## config.mk

```make
export PLATFORM = sky130hd
export DESIGN_NAME = irq_stat_mask_top
export DESIGN_NICKNAME = d
export VERILOG_FILES = /design/src/rtl/irq_stat_mask_pkg.sv /design/src/rtl/irq_rst_sync.sv /design/src/rtl/irq_acc_decode.sv /design/src/rtl/irq_status_reg.sv /design/src/rtl/irq_mask_reg.sv /design/src/rtl/irq_stat_mask_top.sv
export SDC_FILE = /design/constraint.sdc
export NUM_CORES = 1
export LEC_CHECK = 0
export ABC_AREA = 1
export BUFFER_PORTS_ARGS = -buffer_cell sky130_fd_sc_hd__clkbuf_2
export CAP_MARGIN = 5
export CORE_MARGIN = 1
export CORE_UTILIZATION = 30
export CTS_BUF_LIST = sky130_fd_sc_hd__clkbuf_16
export CTS_CLUSTER_DIAMETER = 100
export DETAILED_ROUTE_END_ITERATION = 12
export GPL_ROUTABILITY_DRIVEN = 0
export PLACE_DENSITY = 0.56
export SLEW_MARGIN = 20
export SYNTH_ARGS = -nofsm -noshare
export SYNTH_HDL_FRONTEND = slang
export SYNTH_SLANG_ARGS = --single-unit
```

## constraint.sdc

```tcl
create_clock -name clk -period 2.2 [get_ports clk]
set_input_delay 0.22 -clock clk [delete_from_list [all_inputs] [get_ports clk]]
set_output_delay 0.22 -clock clk [all_outputs]
set_load 0.1 [all_outputs]
```

## src/rtl/irq_stat_mask_pkg.sv

```systemverilog
package irq_stat_mask_pkg;
  localparam int unsigned BUS_W     = 32;
  localparam int unsigned HALF_W    = 16;
  localparam int unsigned STAT_OFFS = 32'h070;
  localparam int unsigned MASK_OFFS = 32'h074;

  typedef enum logic [1:0] {
    REG_NONE = 2'd0,
    REG_STAT = 2'd1,
    REG_MASK = 2'd2
  } reg_sel_e;
endpackage

```

## src/rtl/irq_rst_sync.sv

```systemverilog
module irq_rst_sync #(
  parameter int unsigned STAGES = 2
) (
  input  logic clk,
  input  logic rst_n,
  output logic rst_sync_n
);
  logic [STAGES-1:0] sync_q;
  logic [STAGES-1:0] sync_d;

  always_comb begin
    sync_d = {sync_q[STAGES-2:0], 1'b1};
  end

  always_ff @(posedge clk or negedge rst_n) begin
    if (!rst_n) sync_q <= '0;
    else        sync_q <= sync_d;
  end

  assign rst_sync_n = sync_q[STAGES-1];
endmodule

```

## src/rtl/irq_acc_decode.sv

```systemverilog
module irq_acc_decode
  import irq_stat_mask_pkg::*;
#(
  parameter int unsigned NUM_SRC = 11,
  parameter int unsigned ADDR_W  = 12
) (
  input  logic              bus_en,
  input  logic              bus_we,
  input  logic [ADDR_W-1:0] bus_addr,
  input  logic              bus_half,
  input  logic [BUS_W-1:0]  bus_wdata,
  output reg_sel_e          sel,
  output logic              stat_we,
  output logic              mask_we,
  output logic [NUM_SRC-1:0] wr_lane,
  output logic [NUM_SRC-1:0] wr_word
);
  localparam logic [ADDR_W-3:0] STAT_IDX = ADDR_W'(STAT_OFFS) >> 2;
  localparam logic [ADDR_W-3:0] MASK_IDX = ADDR_W'(MASK_OFFS) >> 2;

  logic             aligned;
  logic [BUS_W-1:0] lane32;
  logic [BUS_W-1:0] word32;

  always_comb begin
    aligned = bus_half ? !bus_addr[0] : (bus_addr[1:0] == 2'b00);
    sel = REG_NONE;
    if (bus_en && aligned) begin
      if (bus_addr[ADDR_W-1:2] == STAT_IDX)      sel = REG_STAT;
      else if (bus_addr[ADDR_W-1:2] == MASK_IDX) sel = REG_MASK;
    end
    stat_we = bus_we && (sel == REG_STAT);
    mask_we = bus_we && (sel == REG_MASK);

    if (!bus_half) begin
      lane32 = '1;
      word32 = bus_wdata;
    end else if (bus_addr[1]) begin
      lane32 = {{HALF_W{1'b1}}, {HALF_W{1'b0}}};
      word32 = {bus_wdata[HALF_W-1:0], {HALF_W{1'b0}}};
    end else begin
      lane32 = {{HALF_W{1'b0}}, {HALF_W{1'b1}}};
      word32 = {{HALF_W{1'b0}}, bus_wdata[HALF_W-1:0]};
    end
    wr_lane = lane32[NUM_SRC-1:0];
    wr_word = word32[NUM_SRC-1:0];
  end

  generate
    if (NUM_SRC < BUS_W) begin : g_sink
      logic unused_hi;
      assign unused_hi = ^{lane32[BUS_W-1:NUM_SRC], word32[BUS_W-1:NUM_SRC]};
    end
  endgenerate

  always_comb begin
    if (stat_we || mask_we) begin
      AST_ONE_TARGET: assert (stat_we != mask_we);
    end
  end
endmodule

```

## src/rtl/irq_status_reg.sv

```systemverilog
module irq_status_reg #(
  parameter int unsigned NUM_SRC = 11
) (
  input  logic               clk,
  input  logic               rst_n,
  input  logic [NUM_SRC-1:0] src_set,
  input  logic               stat_we,
  input  logic [NUM_SRC-1:0] wr_lane,
  input  logic [NUM_SRC-1:0] wr_word,
  output logic [NUM_SRC-1:0] status
);
  logic [NUM_SRC-1:0] status_q;
  logic [NUM_SRC-1:0] status_d;
  logic [NUM_SRC-1:0] ack_clr;
  logic               status_en;

  always_comb begin
    ack_clr   = stat_we ? (wr_lane & ~wr_word) : '0;
    status_en = stat_we || (src_set != '0);
    status_d  = (status_q & ~ack_clr) | src_set;
  end

  always_ff @(posedge clk or negedge rst_n) begin
    if (!rst_n)         status_q <= '0;
    else if (status_en) status_q <= status_d;
  end

  assign status = status_q;

  AST_SET_LANDS: assert property (@(posedge clk) disable iff (!rst_n)
    (src_set != '0) |=> ((status_q & $past(src_set)) == $past(src_set)));
  AST_NO_SPURIOUS_SET: assert property (@(posedge clk) disable iff (!rst_n)
    1'b1 |=> ((status_q & ~$past(status_q | src_set)) == '0));
  AST_ACK_CLEARS: assert property (@(posedge clk) disable iff (!rst_n)
    stat_we |=> ((status_q & $past(wr_lane & ~wr_word & ~src_set)) == '0));
endmodule

```

## src/rtl/irq_mask_reg.sv

```systemverilog
module irq_mask_reg #(
  parameter int unsigned NUM_SRC = 11
) (
  input  logic               clk,
  input  logic               rst_n,
  input  logic               mask_we,
  input  logic [NUM_SRC-1:0] wr_lane,
  input  logic [NUM_SRC-1:0] wr_word,
  output logic [NUM_SRC-1:0] mask
);
  logic [NUM_SRC-1:0] mask_q;
  logic [NUM_SRC-1:0] mask_d;

  always_comb begin
    mask_d = (mask_q & ~wr_lane) | (wr_word & wr_lane);
  end

  always_ff @(posedge clk or negedge rst_n) begin
    if (!rst_n)       mask_q <= '0;
    else if (mask_we) mask_q <= mask_d;
  end

  assign mask = mask_q;

  AST_MASK_HOLD: assert property (@(posedge clk) disable iff (!rst_n)
    !mask_we |=> $stable(mask_q));
  AST_MASK_LOAD: assert property (@(posedge clk) disable iff (!rst_n)
    mask_we |=> (((mask_q ^ $past(wr_word)) & $past(wr_lane)) == '0));
endmodule

```

## src/rtl/irq_stat_mask_top.sv

```systemverilog
module irq_stat_mask_top
  import irq_stat_mask_pkg::*;
#(
  parameter int unsigned NUM_SRC = 11,
  parameter int unsigned ADDR_W  = 12
) (
  input  logic               clk,
  input  logic               rst_n,
  input  logic [NUM_SRC-1:0] src_set,
  input  logic               bus_en,
  input  logic               bus_we,
  input  logic [ADDR_W-1:0]  bus_addr,
  input  logic               bus_half,
  input  logic [BUS_W-1:0]   bus_wdata,
  output logic [BUS_W-1:0]   bus_rdata,
  output logic               irq_out
);
  localparam logic [BUS_W-1:0] IMPL_BITS = BUS_W'((64'd1 << NUM_SRC) - 64'd1);

  logic               rst_int_n;
  reg_sel_e           sel;
  logic               stat_we;
  logic               mask_we;
  logic [NUM_SRC-1:0] wr_lane;
  logic [NUM_SRC-1:0] wr_word;
  logic [NUM_SRC-1:0] status;
  logic [NUM_SRC-1:0] mask;
  logic [BUS_W-1:0]   stat_word;
  logic [BUS_W-1:0]   mask_word;
  logic [BUS_W-1:0]   rd_word;

  irq_rst_sync #(.STAGES(2)) u_rst (
    .clk(clk), .rst_n(rst_n), .rst_sync_n(rst_int_n)
  );

  irq_acc_decode #(.NUM_SRC(NUM_SRC), .ADDR_W(ADDR_W)) u_dec (
    .bus_en(bus_en), .bus_we(bus_we), .bus_addr(bus_addr),
    .bus_half(bus_half), .bus_wdata(bus_wdata), .sel(sel),
    .stat_we(stat_we), .mask_we(mask_we),
    .wr_lane(wr_lane), .wr_word(wr_word)
  );

  irq_status_reg #(.NUM_SRC(NUM_SRC)) u_stat (
    .clk(clk), .rst_n(rst_int_n), .src_set(src_set), .stat_we(stat_we),
    .wr_lane(wr_lane), .wr_word(wr_word), .status(status)
  );

  irq_mask_reg #(.NUM_SRC(NUM_SRC)) u_mask (
    .clk(clk), .rst_n(rst_int_n), .mask_we(mask_we),
    .wr_lane(wr_lane), .wr_word(wr_word), .mask(mask)
  );

  generate
    if (NUM_SRC < BUS_W) begin : g_pad
      assign stat_word = {{(BUS_W-NUM_SRC){1'b0}}, status};
      assign mask_word = {{(BUS_W-NUM_SRC){1'b0}}, mask};
    end else begin : g_full
      assign stat_word = status;
      assign mask_word = mask;
    end
  endgenerate

  always_comb begin
    unique case (sel)
      REG_STAT: rd_word = stat_word;
      REG_MASK: rd_word = mask_word;
      default:  rd_word = '0;
    endcase
    if (bus_we)        bus_rdata = '0;
    else if (bus_half) bus_rdata = {{HALF_W{1'b0}},
                                    bus_addr[1] ? rd_word[BUS_W-1:HALF_W] : rd_word[HALF_W-1:0]};
    else               bus_rdata = rd_word;
  end

  assign irq_out = |(status & mask);

  AST_UPPER_ZERO: assert property (@(posedge clk) disable iff (!rst_int_n)
    (bus_en && !bus_half) |-> ((bus_rdata & ~IMPL_BITS) == '0));
  AST_IRQ_DROP: assert property (@(posedge clk) disable iff (!rst_int_n)
    $fell(irq_out) |-> $past(bus_en && bus_we));
  AST_MISS_READS_ZERO: assert property (@(posedge clk) disable iff (!rst_int_n)
    (bus_en && sel == REG_NONE) |-> (bus_rdata == '0));
endmodule

```

Word-level counts from Yosys, hierarchy flattened. Index checks and enable logic that the tools add are counted.

Register bits: 24. Bits in latches: 0. RAM bits: 0. Memory bits (read-only): 0. Input port bits: 60. Word-level logic and storage cells: 38. Memories: 0.

Add/subtract/negate cells: 0. Multiply operators: 0. Divide/modulo/power cells: 0. Order comparisons: 0. Equality and inequality tests: 4. Shift-type cells: 0. Muxes and demuxes: 13. Bitwise gates (word level): 10. Reduce and logical (&&, ||, !) cells: 8.

Operator list (number): 2-to-1 mux 32 bit (2); AND 11 bit (5); 2-to-1 mux 11 bit (5); inverter 11 bit (3); OR 11 bit (2); case mux 11 bit (2 select lines) (1); equality test 10 x 5 -> 1 bit (second input constant) (2); 2-to-1 mux 16 bit (1); nonzero test 11 bit (1); OR reduction 11 bit (1); 2-to-1 mux 2 bit (3); logical AND 1 bit (3); equality test 2 x 1 -> 1 bit (second input constant) (1); equality test 2 bit (second input constant) (1); logical NOT 2 bit (1); logical NOT 1 bit (1); logical OR 1 bit (1); 2-to-1 mux 1 bit (1).

Longest topological paths before layout.
Depth after elaboration: 10. Gate-level depth with buffers: 10. Depth with buffers taken out: 9.

Hierarchy. A second synthesis with hierarchy kept.

Cell total of the unflattened synthesis: 274. Area total of the unflattened synthesis: 1796.7 um^2.

By module, submodules not included: irq_status_reg (times used 1, cells each 67, area an instance 506.7 um^2); irq_stat_mask_top (times used 1, cells each 86, area an instance 484.2 um^2); irq_mask_reg (times used 1, cells each 57, area an instance 476.7 um^2); irq_acc_decode (times used 1, cells each 61, area an instance 275.3 um^2); irq_rst_sync (times used 1, cells each 3, area an instance 53.8 um^2).

Worst setup path before layout. No wires, ideal clock.

Path kind: input -> output. Start: in bus_addr[0]. End: out bus_rdata[0]. Arrival: 2.609 ns. Data required time: 1.980 ns. Slack: -0.629 ns. Stages: 10. Cells stage by stage: inv_1 > nand2_1 > nor2_1 > nand3_1 > nor2_1 > ha_1 > nor2_1 > nand2_1 > buf_6 > a21oi_1.

Longest elaborated chain between the ends: 9.

Ends and longest elaborated chain: from (decl) (line irq_stat_mask_top.sv:12) `input logic [ADDR_W-1:0] bus_addr,`; logical NOT 2 bit or logical NOT 1 bit (tied branches) (line irq_acc_decode.sv:26) `aligned = bus_half ? !bus_addr[0] : (bus_addr[1:0] == 2'b00);`; 2-to-1 mux 1 bit (*) (line irq_acc_decode.sv:26); logical AND 1 bit (*) (line irq_acc_decode.sv:28) `if (bus_en && aligned) begin`; 2-to-1 mux 2 bit (*) (line irq_acc_decode.sv:28); equality test 2 bit or equality test 2 x 1 -> 1 bit (tied branches) (line irq_stat_mask_top.sv:64) `unique case (sel)`; case mux 11 bit (2 select lines) (*) (line irq_stat_mask_top.sv:64); 2-to-1 mux 16 bit (line irq_stat_mask_top.sv:71) `bus_addr[1] ? rd_word[BUS_W-1:HALF_W] : rd_word[HALF_W-1:0]};`; 2-to-1 mux 32 bit (*) (line irq_stat_mask_top.sv:70) `else if (bus_half) bus_rdata = {{HALF_W{1'b0}},`; 2-to-1 mux 32 bit (*) (line irq_stat_mask_top.sv:69) `if (bus_we) bus_rdata = '0;`; to (decl) (line irq_stat_mask_top.sv:15) `output logic [BUS_W-1:0] bus_rdata,`.

Every way passes the cells marked *; elsewhere a longest branch is shown, timed or not.

Worst setup path in the final report.
Start: in bus_addr[0]. End: out bus_rdata[3].

The elaborated chain is that of the path after synthesis.

==> impl_metrics.toml <==
[status]
status = "finished, final reports clean"

[clock_network]
cts_tree = "built"
clk_pin_slew_ns = 0.06
hold_buffers = 1
numCtsBuffers = 3
cts-htree-levels = 1
clk_latency_ns = 0.25
clockBufferDepth = 2
cts_num_sinks = 24
cts_root_buf = "clkbuf_16"
cts_resized = 0
cts_setup_buffers = 0

[placement]
dpl.hpwl_um = 2400
io_buffers = 50
placed_cell_area_um2 = 2010

[power_and_ir_drop]
ir_drop_uv = 260
power.static_leakage_nw = 1.02
power.density_nw_per_um2 = 507

[logic_synthesis]
synth_top_area_cell = "dfrtp_1"
ys_top_cells_by_count = "62 x nand2_1, 35 x inv_1, 24 x dfrtp_1"
ys.flop_type = "dfrtp_1"
ys_async_sr_fraction = 1.00
syn_inst = 210
synth-seq-cells = 24
avgSynthCellArea_um2 = 7.51
syn_area_um2 = 1580
synth_edf_count = 0
synth_cell_types = 16
synth_most_common_cell = "nand2_1"
synth_area_leaders = "dfrtp_1 38%, nand2_1 15%, o21ai_2 12%"
synth_top_area_frac = 0.381
synth_warnings = 0
synth-seq-area-share = 0.381

[final_layout]
diodes = 0
postLayoutCellArea_um2 = 2100
area_growth_pct = 33.1
nNetsFinal = 325
n_fill_cell = 545
final_util = 0.414
drive_gt1_frac = 0.351

[sta]
rsz0062_at_grt = "false"
fin_setup_tns_ns = 0
slew_violations = 0
skew_ns = 0.00348
worstMarginPinSlew_ns = 0.925
worst_hold_slack_ns = 0.145
hold_violations = 0
slew_headroom = 0.383
setup_viol = 0
period_share = 0.891
clock.fmax_mhz = 510
min_period_ns = 1.96

[setup_path]
crit_chain = "clkbuf_2, inv_1, nand2_1, nor2_1, nand3_1, nor2_1, ha_1, nor2_1, nand2_1, buf_4, a21oi_2, buf_12"
max_stage_delay_ns = 0.24
rrSetupSlack_ns = 1.24
startpoint_type = "input port"
crit_top_cell = "nor2_1"
slowest_stage = "ha_1"
endpoint_kind = "output pin"
path_class = "input port to output pin"
required_ns = 1.98
critPathArrivalTime_ns = 1.74
path_max_fanout = 11

[global_routing]
grt_overflow = 0
antenna_found_initial = 0
grt_max_degree = 23
grt_util_all_layers = 0.128
grt_pass1_wl_um = 5420
grt_pass1_vias = 1278

[route]
ant_nets = 0
vias_per_cell = 4.03
drc = 0
first_pass_iters = 3
routed-via-count = 1338
drt_iter0_markers = 42
totalWireLength_um = 3070
avgRoutedWirePerCell_um = 9.24

[floorplanning]
core_um2 = 5070
num_rows = 26
num_io_pins = 93
die_w_um = 74.5
fp.dieH_um = 74.5
initial_core_util = 0.311
dieArea_um2 = 5550

[worst_hold_path]
hp-class = "input port to flop"

[job]
drv_cap = 0
-- layer usage --
layer	GRT usage	wire, um	share of wire	vias to the layer above
met2	0.237	1600	0.52	32
met3	0.0190	126	0.041	2
met1	0.151	1330	0.43	601
met4	0.0377	17	0.0055	0
met5	0	0	0	-
li1	-	-	-	703
-- report_power, final --
group	total, mW	internal (mW)	switching, mW
logic	0.226	0.0339	0.192
registers	0.452	0.444	0.00853
clock network	0.388	0.242	0.145
-- cell usage in the layout, fill, tap and decap left out, types with 2 or more instances in the layout --
cell type / count
o21ai_0: 2
buf_4: 4
ha_1: 2
o21ai_2: 21
nor2_1: 12
clkbuf_2: 39
clkbuf_16: 3
nand2_1: 62
nand3_1: 8
inv_1: 35
buf_12: 11
dfrtp_1: 24
conb_1: 22
nand3_2: 2
a21oi_2: 11
-- worst max-delay path: cells and delay by family --
family	cells	cell delay, ns
AND/OR/NAND/NOR	6	0.57
buffers and inverters	4	0.51
adder cells (fa/ha/maj)	1	0.24
AO/OA/AOI/OAI	1	0.19
-- area by class of cell --
type	count	area [um2]	area share
clock buffers	3	75.1	0.0357
clock inverters	1	3.75	0.00179
inverters	35	131	0.0625
multi-input cells	144	747	0.356
flip-flops and latches	24	601	0.286
well taps	70	87.6	0.0417
repair buffers	55	455	0.217
-- through the flow --
stage	power (mW)	worst slack [ns]	instances
after global placement	0.686	0.233	327
after CTS	1.08	0.219	332
after global routing	1.12	0.0894	332
final	1.07	0.239	332
after detailed placement	0.687	0.243	327
after floorplan	0.669	-0.0264	230
-- cell families (layout without fill, tap and decap cells) --
group | Yosys count | count (layout) | share of synthesized area
adders and majority gates | 2 | 2 | 0.0159
DFF | 24 | 24 | 0.381
AOI/OAI and AO/OA | 34 | 34 | 0.158
other | 2 | 22 | 0.00476
and+or+nand+nor | 86 | 86 | 0.221
buffers and inverters | 62 | 94 | 0.220
-- worst paths after layout --
kind,cells past startpoint,from,to
setup / recovery,12,bus_addr[0],bus_rdata[3]
hold / removal,3,src_set[7],u_stat.status[7]
setup reg to reg,0,u_rst.sync_q[1],u_stat.status[0]
hold reg to reg,0,u_rst.sync_q[0],u_rst.sync_q[1]
max in group asynchronous,0,u_rst.sync_q[1],u_stat.status[0]
min in group asynchronous,2,rst_n,u_rst.sync_q[0]
No activity file was read; power rests on OpenSTA's default activity.
